### config.mk
export PLATFORM = sky130hd
export DESIGN_NAME = qual_event_counter
export DESIGN_NICKNAME = d
export VERILOG_FILES = /design/src/rtl/qec_pkg.sv /design/src/rtl/qec_cfg_reg.sv /design/src/rtl/qec_lane_filter.sv /design/src/rtl/qec_accum.sv /design/src/rtl/qual_event_counter.sv
export SDC_FILE = /design/constraint.sdc
export NUM_CORES = 1
export LEC_CHECK = 0
export ABC_CLOCK_PERIOD_IN_PS = 8400
export BUFFER_PORTS_ARGS = -buffer_cell sky130_fd_sc_hd__buf_4
export CORE_MARGIN = 2
export CORE_UTILIZATION = 35
export DETAILED_ROUTE_END_ITERATION = 8
export SLEW_MARGIN = 25
export SYNTH_ARGS = -nofsm -noshare
export SYNTH_HDL_FRONTEND = slang
export SYNTH_SLANG_ARGS = --single-unit
### constraint.sdc
create_clock -name clk -period 8.4 [get_ports clk]
set_input_delay 0 -clock clk [delete_from_list [all_inputs] [get_ports clk]]
set_output_delay 0 -clock clk [all_outputs]
set_load 0.02 [all_outputs]
### src/rtl/qec_pkg.sv
package qec_pkg;

  typedef struct packed {
    logic core;
    logic agent;
    logic pf;
    logic state;
  } qual_cap_t;

  typedef struct packed {
    logic       en;
    logic       core_all;
    logic [1:0] pf_qual;
    logic [3:0] st_mask;
    logic [7:0] sel;
  } cfg_view_t;

  // Per-event capability table, derived from the upper code nibble.
  function automatic qual_cap_t cap_lookup(input logic [7:0] code);
    qual_cap_t c;
    c = '{core: 1'b0, agent: 1'b0, pf: 1'b0, state: 1'b0};
    case (code[7:4])
      4'h2: c = '{core: 1'b1, agent: 1'b0, pf: 1'b1, state: 1'b1};
      4'h3: c = '{core: 1'b1, agent: 1'b1, pf: 1'b0, state: 1'b1};
      4'h4: c = '{core: 1'b1, agent: 1'b0, pf: 1'b1, state: 1'b0};
      default: ;
    endcase
    return c;
  endfunction

  // Prefetch filter; the reserved encoding admits nothing.
  function automatic logic pf_pass(input logic [1:0] q, input logic hwpf);
    case (q)
      2'b11:   return 1'b1;
      2'b01:   return hwpf;
      2'b00:   return !hwpf;
      default: return 1'b0;
    endcase
  endfunction

  function automatic logic state_pass(input logic [3:0] mask, input logic [1:0] st);
    return mask[st];
  endfunction

endpackage

### src/rtl/qec_cfg_reg.sv
module qec_cfg_reg
  import qec_pkg::*;
(
  input  logic        clk,
  input  logic        rst_n,
  input  logic        cfg_we,
  input  logic [31:0] cfg_wdata,
  output logic [31:0] cfg_q,
  output logic        cfg_err
);

  qual_cap_t wr_cap;
  logic      wr_reserved;

  assign wr_cap      = cap_lookup(cfg_wdata[7:0]);
  assign wr_reserved = wr_cap.pf && (cfg_wdata[13:12] == 2'b10);

  always_ff @(posedge clk) begin
    if (!rst_n) begin
      cfg_q   <= '0;
      cfg_err <= 1'b0;
    end else begin
      if (cfg_we) cfg_q <= cfg_wdata;
      if (cfg_we && wr_reserved) cfg_err <= 1'b1;
    end
  end

  assert_err_sticky_R7: assert property (@(posedge clk) disable iff (!rst_n)
    !$fell(cfg_err));

  assert_err_set_R7: assert property (@(posedge clk) disable iff (!rst_n)
    (cfg_we && wr_reserved) |=> cfg_err);

  assert_cfg_load_R13: assert property (@(posedge clk) disable iff (!rst_n)
    cfg_we |=> (cfg_q == $past(cfg_wdata)));

endmodule

### src/rtl/qec_lane_filter.sv
module qec_lane_filter
  import qec_pkg::*;
(
  input  logic       clk,
  input  logic       rst_n,
  input  cfg_view_t  cfg,
  input  logic       valid,
  input  logic [7:0] code,
  input  logic [1:0] state,
  input  logic       hwpf,
  input  logic       self_core,
  input  logic       self_agent,
  output logic       hit
);

  qual_cap_t cap;
  logic      sel_match;
  logic      state_ok;
  logic      pf_ok;
  logic      agent_ok;
  logic      core_ok;

  assign cap       = cap_lookup(code);
  assign sel_match = cfg.en && valid && (code == cfg.sel);
  assign state_ok  = !cap.state || state_pass(cfg.st_mask, state);
  assign pf_ok     = !cap.pf    || pf_pass(cfg.pf_qual, hwpf);
  // Agent events reuse bit 13 as the all-agents select.
  assign agent_ok  = !cap.agent || cfg.pf_qual[1] || self_agent;
  assign core_ok   = !cap.core  || cfg.core_all   || self_core;
  assign hit       = sel_match && state_ok && pf_ok && agent_ok && core_ok;

  assert_empty_mask_R5: assert property (@(posedge clk) disable iff (!rst_n)
    (cap.state && cfg.st_mask == 4'b0000) |-> !hit);

  assert_pf_only_R6: assert property (@(posedge clk) disable iff (!rst_n)
    (hit && cap.pf && cfg.pf_qual == 2'b01) |-> hwpf);

  assert_pf_excl_R6: assert property (@(posedge clk) disable iff (!rst_n)
    (hit && cap.pf && cfg.pf_qual == 2'b00) |-> !hwpf);

  assert_reserved_none_R7: assert property (@(posedge clk) disable iff (!rst_n)
    (cap.pf && cfg.pf_qual == 2'b10) |-> !hit);

  assert_disabled_R3: assert property (@(posedge clk) disable iff (!rst_n)
    !cfg.en |-> !hit);

endmodule

### src/rtl/qec_accum.sv
module qec_accum #(
  parameter int NUM_LANES = 4,
  parameter int CNT_W     = 40
) (
  input  logic                 clk,
  input  logic                 rst_n,
  input  logic [NUM_LANES-1:0] hits,
  input  logic                 cnt_we,
  input  logic [CNT_W-1:0]     cnt_wdata,
  output logic [CNT_W-1:0]     cnt_q
);

  localparam int PC_W = $clog2(NUM_LANES + 1);

  function automatic logic [PC_W-1:0] ones(input logic [NUM_LANES-1:0] v);
    logic [PC_W-1:0] r;
    r = '0;
    for (int i = 0; i < NUM_LANES; i++) r = r + PC_W'(v[i]);
    return r;
  endfunction

  logic [PC_W-1:0] step;
  assign step = ones(hits);

  always_ff @(posedge clk) begin
    if (!rst_n)      cnt_q <= '0;
    else if (cnt_we) cnt_q <= cnt_wdata;
    else             cnt_q <= cnt_q + CNT_W'(step);
  end

  assert_write_wins_R11: assert property (@(posedge clk) disable iff (!rst_n)
    cnt_we |=> (cnt_q == $past(cnt_wdata)));

  assert_idle_hold_R3: assert property (@(posedge clk) disable iff (!rst_n)
    (!cnt_we && hits == '0) |=> $stable(cnt_q));

  assert_step_bound_R2: assert property (@(posedge clk) disable iff (!rst_n)
    !cnt_we |=> ((cnt_q - $past(cnt_q)) <= CNT_W'(NUM_LANES)));

endmodule

### src/rtl/qual_event_counter.sv
module qual_event_counter
  import qec_pkg::*;
#(
  parameter int NUM_LANES = 4,
  parameter int CNT_W     = 40
) (
  input  logic                   clk,
  input  logic                   rst_n,
  input  logic                   cfg_we,
  input  logic [31:0]            cfg_wdata,
  output logic [31:0]            cfg_rdata,
  input  logic                   cnt_we,
  input  logic [CNT_W-1:0]       cnt_wdata,
  output logic [CNT_W-1:0]       cnt_rdata,
  input  logic [NUM_LANES-1:0]   evt_valid,
  input  logic [8*NUM_LANES-1:0] evt_code,
  input  logic [2*NUM_LANES-1:0] evt_state,
  input  logic [NUM_LANES-1:0]   evt_hwpf,
  input  logic [NUM_LANES-1:0]   evt_self_core,
  input  logic [NUM_LANES-1:0]   evt_self_agent,
  output logic                   cfg_err
);

  logic [31:0]          cfg_q;
  cfg_view_t            cfgv;
  logic [NUM_LANES-1:0] lane_hit;

  qec_cfg_reg u_cfg (
    .clk       (clk),
    .rst_n     (rst_n),
    .cfg_we    (cfg_we),
    .cfg_wdata (cfg_wdata),
    .cfg_q     (cfg_q),
    .cfg_err   (cfg_err)
  );

  assign cfgv = '{en:       cfg_q[22],
                  core_all: cfg_q[14],
                  pf_qual:  cfg_q[13:12],
                  st_mask:  cfg_q[11:8],
                  sel:      cfg_q[7:0]};

  for (genvar g = 0; g < NUM_LANES; g++) begin : g_lane
    qec_lane_filter u_filt (
      .clk        (clk),
      .rst_n      (rst_n),
      .cfg        (cfgv),
      .valid      (evt_valid[g]),
      .code       (evt_code[8*g +: 8]),
      .state      (evt_state[2*g +: 2]),
      .hwpf       (evt_hwpf[g]),
      .self_core  (evt_self_core[g]),
      .self_agent (evt_self_agent[g]),
      .hit        (lane_hit[g])
    );
  end

  qec_accum #(.NUM_LANES(NUM_LANES), .CNT_W(CNT_W)) u_acc (
    .clk       (clk),
    .rst_n     (rst_n),
    .hits      (lane_hit),
    .cnt_we    (cnt_we),
    .cnt_wdata (cnt_wdata),
    .cnt_q     (cnt_rdata)
  );

  assign cfg_rdata = cfg_q;

endmodule

==> impl_metrics.toml, run 1 <==
[worst_setup_path]
r2r_cells = 16
r2r_setup_slack_ps = 3700
cp.arrival_ps = 4910
path_class = "flip-flop to flip-flop"
cp-end-kind = "flip-flop"
critPathMaxFanout = 11
required_ps = 8610
setup.worst_path.start_class = "flip-flop"

[drt]
first_pass_iters = 5
drtIter0Drc = 286
wl_mm = 14.6
drc = 0
vias_per_cell = 5.06
routedWlPerCell_um = 16.5
antenna_left = 0
vias = 4481

[sta]
relSlewSlack_pct = 45.6
post-route-min-period_ps = 4700
clock.fmax_mhz = 213
drv_slew = 0
tightest_slew_ps = 809
rsz0062_at_grt = "no"
final.setup.tns_ps = 0
setup_viol = 0
period_share_pct = 55.9
skew_ps = 9.47
hold_viol = 0

[cts]
cts_made_buffers = 9
cts_tree = "yes"
clkSinkCount = 73
htreeDepth = 3
cts.clk_slew.worst_paths_ps = 60
root_buffer = "clkbuf_16"
clock_latency_ps = 330
cts_resized = 0
clockBufferDepth = 2

[synth]
synth_edf_count = 0
synthesis.nets = 620
yosys-top-cells-count = "73 x dfxtp_1, 43 x o21ai_0, 38 x xnor2_1"
ys_seq_elements = 73
ys_top_cells_by_area = "dfxtp_1 35%, mux2i_1 8.1%, xnor2_1 7.9%"
avgSynthCellArea_um2 = 8.76
synth_cell_type_count = 52
syn_inst = 481
netlist_area_mm2 = 0.00422
ys_warn_count = 0
synth_largest_area_cell = "dfxtp_1"
synthArstFlopShare_pct = 0
ys.flop_type = "dfxtp_1"
yosysMostFrequentCell = "dfxtp_1"
ys_seq_area_share_pct = 34.7
yosysTopAreaCellShare_pct = 34.7

[place]
dp_hpwl_mm = 10.6
dpl_cell_area_mm2 = 0.00582
dp_cells = 801
routabilityCongestion = 0.837
port_buffers = 204

[grt]
grt_max_degree = 74
grt_first_pass_wirelength_mm = 22.5
grt_pass1_vias = 4475
grt_usage_pct = 22.0
antenna_found_initial = 0
overflow = 0

[status]
status = "complete, no violations"

[die]
die_height_um = 114
io_pins = 205
start_util_pct = 35.5
coreArea_mm2 = 0.0119
dieArea_mm2 = 0.0129
rows = 40
die_w_um = 114

[power_and_ir_drop]
powerDensity_mw_per_mm2 = 147
p_leak_nw = 2.94
power_mw = 1.00
max-vdd-ir-drop_v = 0.0000704

[final_layout]
synthToLayoutAreaGrowth_pct = 61.1
nFillCells = 1067
nNetsFinal = 873
drive_above_1_share_pct = 32.1
finalInstanceArea_mm2 = 0.00679
fin_cells = 885
diodes = 0

[flow_run]
drv_cap = 0

[worst_hold_path]
hold_depth = 3
holdCritPathClass = "input pin to flip-flop"
## kinds of logic (layout without fill, tap and decap cells)
family | Yosys count | count (layout) | synth area share [%]
fa+ha+maj | 7 | 7 | 2.43
xor+xnor | 59 | 59 | 12.3
flops | 73 | 73 | 34.7
compound gates | 109 | 109 | 15.7
simple gates | 153 | 153 | 20.8
buf+inv | 42 | 299 | 3.86
mux | 38 | 38 | 10.2
## report_power, final
group | switching (mW) | internal [mW] | leakage [nW]
registers | 0.0299 | 0.369 | 0.605
logic | 0.100 | 0.129 | 2.19
clock network | 0.144 | 0.227 | 0.145
## routing by layer
metal | vias up | GRT usage, % | wire length, um | part of all wire, %
li1 | 2230 | - | - | -
met1 | 2045 | 27.9 | 6230 | 43
met2 | 194 | 37.4 | 7000 | 48
met3 | 12 | 5.47 | 1200 | 8.2
met4 | 0 | 5.61 | 168 | 1.2
met5 | - | 0 | 0 | 0
## area by class of cell
type	instances	area (um^2)	share of cell area [%]
Sequential cell	73	1460	21.5
Inverter	9	33.8	0.497
Timing Repair Buffer	275	2240	32.9
Clock inverter	6	58.8	0.866
Clock buffer	9	225	3.32
Tap cell	147	184	2.71
Multi-Input combinational cell	366	2590	38.2
## layout by cell type (no fill, tap or decap), drive strengths merged, types with 3 or more instances in the layout
cell,netlist,routed
o211a,6,6
dlygate4sd3,0,69
o31ai,3,3
nor2b,35,35
nor2,17,17
and2,4,4
xnor2,38,38
nand4,19,19
inv,9,10
or3b,4,4
ha,5,5
xor2,21,21
a21o,3,3
nand2,25,25
dfxtp,73,73
a21oi,27,27
nor4,9,9
clkbuf,28,9
clkinv,0,4
nand2b,3,3
a31oi,9,9
nand3,9,9
mux2i,34,34
o21ai,43,43
or3,8,8
buf,5,206
mux4,4,4
nor3,7,7
or4,3,3
## worst max-delay path, stage by stage (launching register included)
cell and delay, ps:
dfxtp_1 500, nor2_1 100, xor2_1 150, o22a_1 160
o32ai_1 80, a2111oi_0 510, ha_1 340, fa_1 540
ha_1 200, inv_1 60, fa_1 400, nor2b_1 270
o2111ai_1 140, buf_4 210, nor4_1 480, nor4bb_1 350
nor3_1 90
## per-stage QoR
step	hold WS, ps	setup slack [ps]	util [%]
after global placement	223	3980	49.0
final	24.0	3700	57.3
after CTS	3.39	3710	57.3
after floorplan	138	4080	-
after global routing	25.7	3340	57.3
after detailed placement	228	3720	49.0
## state kept, by name, indices dropped and copies added, names as in the netlist
register	count
u_acc.cnt_q	40
u_cfg.cfg_q	32
u_cfg.cfg_err	1
## worst paths after layout
kind,to,start
setup / recovery,u_acc.cnt_q[26],u_cfg.cfg_q[13]
hold reg to reg,u_cfg.cfg_err,u_cfg.cfg_err
setup reg to reg,u_acc.cnt_q[26],u_cfg.cfg_q[13]
hold / removal,u_acc.cnt_q[26],cnt_wdata[26]
## what timing repair did
| action | 4_1_cts | 5_1_grt |
|---|---|---|
| hold endpoints to repair | 69 | 0 |
| buffers inserted | 0 | 0 |
| hold buffers | 69 | 0 |
Power figures use the tool's default switching activity.
==> run 2, diff against run 1 <==
- ABC_AREA: default -> 1
- ABC_CLOCK_PERIOD_IN_PS: 8400 -> 4850
- clock period: 8.4 -> 4.85 ns (I/O delays scaled with it)
==> run 2 against run 1 <==
Against the previous run:
- global-route usage is 2.6 points higher
- final area is 9.5% higher
- setup slack worse by 3000 ps
- wire length is 24% higher
- via count is 32% higher
- non-clock buffer count is 1 lower
- cell count is 39% higher
- clock skew is 3.3 ps lower
- core utilization is 1.3 points lower
- sequential cell count stayed put
- count of clock-buffer cells in the layout stayed put
- clock power is 97% higher
==> impl_metrics.toml, run 2 <==
[status]
status = "complete, no violations"

[sta]
skew_ps = 6.18
relSlewSlack_pct = 63.5
clock.fmax_mhz = 242
post-route-min-period_ps = 4130
hold_viol = 0
drv_slew = 0
rsz0062_at_grt = "no"
tightest_slew_ps = 545
final.setup.tns_ps = 0
period_share_pct = 85.1
setup_viol = 0

[worst_setup_path]
reg2reg_from = "u_cfg.cfg_q[1]"
reg2reg_to = "u_acc.cnt_q[12]"
cp-end-kind = "flip-flop"
r2r_cells = 20
setup.worst_path.start_class = "flip-flop"
r2r_setup_slack_ps = 720
path_class = "flip-flop to flip-flop"
critPathMaxFanout = 9
cp.arrival_ps = 4370
required_ps = 5090

[flow_run]
drv_cap = 0

[synth]
ys_seq_elements = 73
ys_warn_count = 0
yosys-top-cells-count = "193 x nor2_1, 165 x nand2_1, 84 x inv_1"
ys.flop_type = "dfxtp_1"
synth_edf_count = 0
synthesis.nets = 924
ys_top_cells_by_area = "dfxtp_1 31%, nor2_1 15%, nand2_1 13%"
avgSynthCellArea_um2 = 6.09
synth_largest_area_cell = "dfxtp_1"
syn_inst = 785
yosysTopAreaCellShare_pct = 30.6
synth_cell_type_count = 37
netlist_area_mm2 = 0.00478
synthArstFlopShare_pct = 0
yosysMostFrequentCell = "nor2_1"
ys_seq_area_share_pct = 30.6

[worst_hold_path]
whs_endpoint = "u_acc.cnt_q[2]"
holdCritPathClass = "input pin to flip-flop"
hold_depth = 5
hp-start = "cnt_wdata[2]"

[die]
start_util_pct = 36.0
rows = 42
coreArea_mm2 = 0.0133
die_w_um = 121
dieArea_mm2 = 0.0146
die_height_um = 121
io_pins = 205

[drt]
vias_per_cell = 4.83
drc = 0
first_pass_iters = 5
wl_mm = 18.1
drtIter0Drc = 361
routedWlPerCell_um = 14.7
antenna_left = 0
vias = 5930

[cts]
cts.clk_slew.worst_paths_ps = 60
htreeDepth = 3
cts_made_buffers = 9
clkSinkCount = 73
cts_tree = "yes"
root_buffer = "clkbuf_16"
cts_resized = 0
clockBufferDepth = 2
clock_latency_ps = 350

[final_layout]
final_common_cell = "buf_4"
regMostFlops = "u_acc.cnt_q"
final_cell_mix = "207 x buf_4, 193 x nor2_1, 165 x nand2_1"
finalInstanceArea_mm2 = 0.00743
nNetsFinal = 1186
drive_above_1_share_pct = 23.4
largest_reg_flops = 40
synthToLayoutAreaGrowth_pct = 55.4
final_util_pct = 55.9
nFillCells = 1327
top_regs = "u_acc.cnt_q: 40 flops, u_cfg.cfg_q: 32 flops, u_cfg.cfg_err: 1 flops"
diodes = 0

[power_and_ir_drop]
max-vdd-ir-drop_v = 0.000148
p_leak_nw = 3.58
powerDensity_mw_per_mm2 = 250

[grt]
antenna_found_initial = 0
grt_usage_pct = 24.5
grt_max_degree = 46
grt_first_pass_wirelength_mm = 28.3
overflow = 0
grt_pass1_vias = 5671

[place]
dp_hpwl_mm = 13.7
port_buffers = 204
routabilityCongestion = 0.908
dpl_cell_area_mm2 = 0.00644
## run 2: cell count changes after synthesis, sizes merged, moves of 8 or more
cell	delta
a31oi	-8
clkbuf	-9
inv	+76
mux2i	-34
nand2	+144
nand3	+34
nor2	+185
nor2b	-35
o21ai	+25
o22ai	+8
or3	-8
xnor2	-27
## run 2: report_power, final
group / internal (mW) / switching [mW] / total (mW)
clock: 0.450 / 0.280 / 0.731
combinational: 0.219 / 0.215 / 0.434
sequential: 0.642 / 0.0524 / 0.694
total: 1.31 / 0.548 / 1.86
## run 2: how the worst max path moves through the flow
stage	start	to	depth (start not counted)
after global routing	u_cfg.cfg_q[13]	u_acc.cnt_q[12]	19
after detailed placement	u_cfg.cfg_q[1]	u_acc.cnt_q[36]	23
after global placement	u_cfg.cfg_q[13]	u_acc.cnt_q[36]	22
final	u_cfg.cfg_q[1]	u_acc.cnt_q[12]	20
after CTS	u_cfg.cfg_q[1]	u_acc.cnt_q[12]	20
after floorplan	u_cfg.cfg_q[1]	u_acc.cnt_q[36]	23
## run 2: critical path, stage by stage (launching register included)
cell and delay, ps:
dfxtp_1 330, clkinv_1 220, nand2_1 120, o21ai_0 90, a21oi_1 130, nand4_1 90, nor2_1 100, nand2_1 70
nor2_1 110, ha_1 270, fa_1 540, ha_1 200, inv_1 80, fa_1 400, inv_1 80, nand3_2 80
a21oi_2 260, xor2_1 100, o21ai_1 140, dlygate4sd3_1 590, inv_1 40
## run 2: layout make-up
type	instances	area [um^2]	area share (%)
clock inverters	7	95.1	1.28
repair buffers	274	2220	29.9
clock buffers	9	225	3.03
inverters	87	327	4.39
well taps	176	220	2.96
flip-flops and latches	73	1460	19.7
multi-input cells	602	2880	38.7
## run 2: per-layer routing
layer	routed length, um	vias to the layer above	share of wire, %	track usage (%)
met5	0	-	0	0
met4	518	0	2.9	10.2
met3	1280	33	7.1	4.56
met2	8410	242	47	40.0
met1	7850	2631	43	31.8
li1	-	3024	-	-
## run 2: cell families after synthesis
| family | share of synthesized area (%) |
|---|---|
| simple gates | 39.3 |
| fa+ha+maj | 2.15 |
| xor+xnor | 5.68 |
| compound gates | 13.1 |
| flops | 30.6 |
| buf+inv | 9.21 |
## run 2: through the flow
step	power (mW)	worst slack (ps)	hold WS, ps	std cells
6_report	1.86	723	5.40	1228
5_1_grt	1.94	454	34.6	1228
4_1_cts	1.87	819	0.873	1228
3_5_place_dp	1.09	1100	231	1145
3_3_place_gp	1.09	1170	225	1145
2_1_floorplan	0.890	1320	114	785
## run 2: repair_timing
item / in CTS / in global routing
hold buffers: 67 / 0
endpoints found under the hold margin: 67 / 0
setup buffers: 0 / 0
setup endpoints to repair: 0 / 0
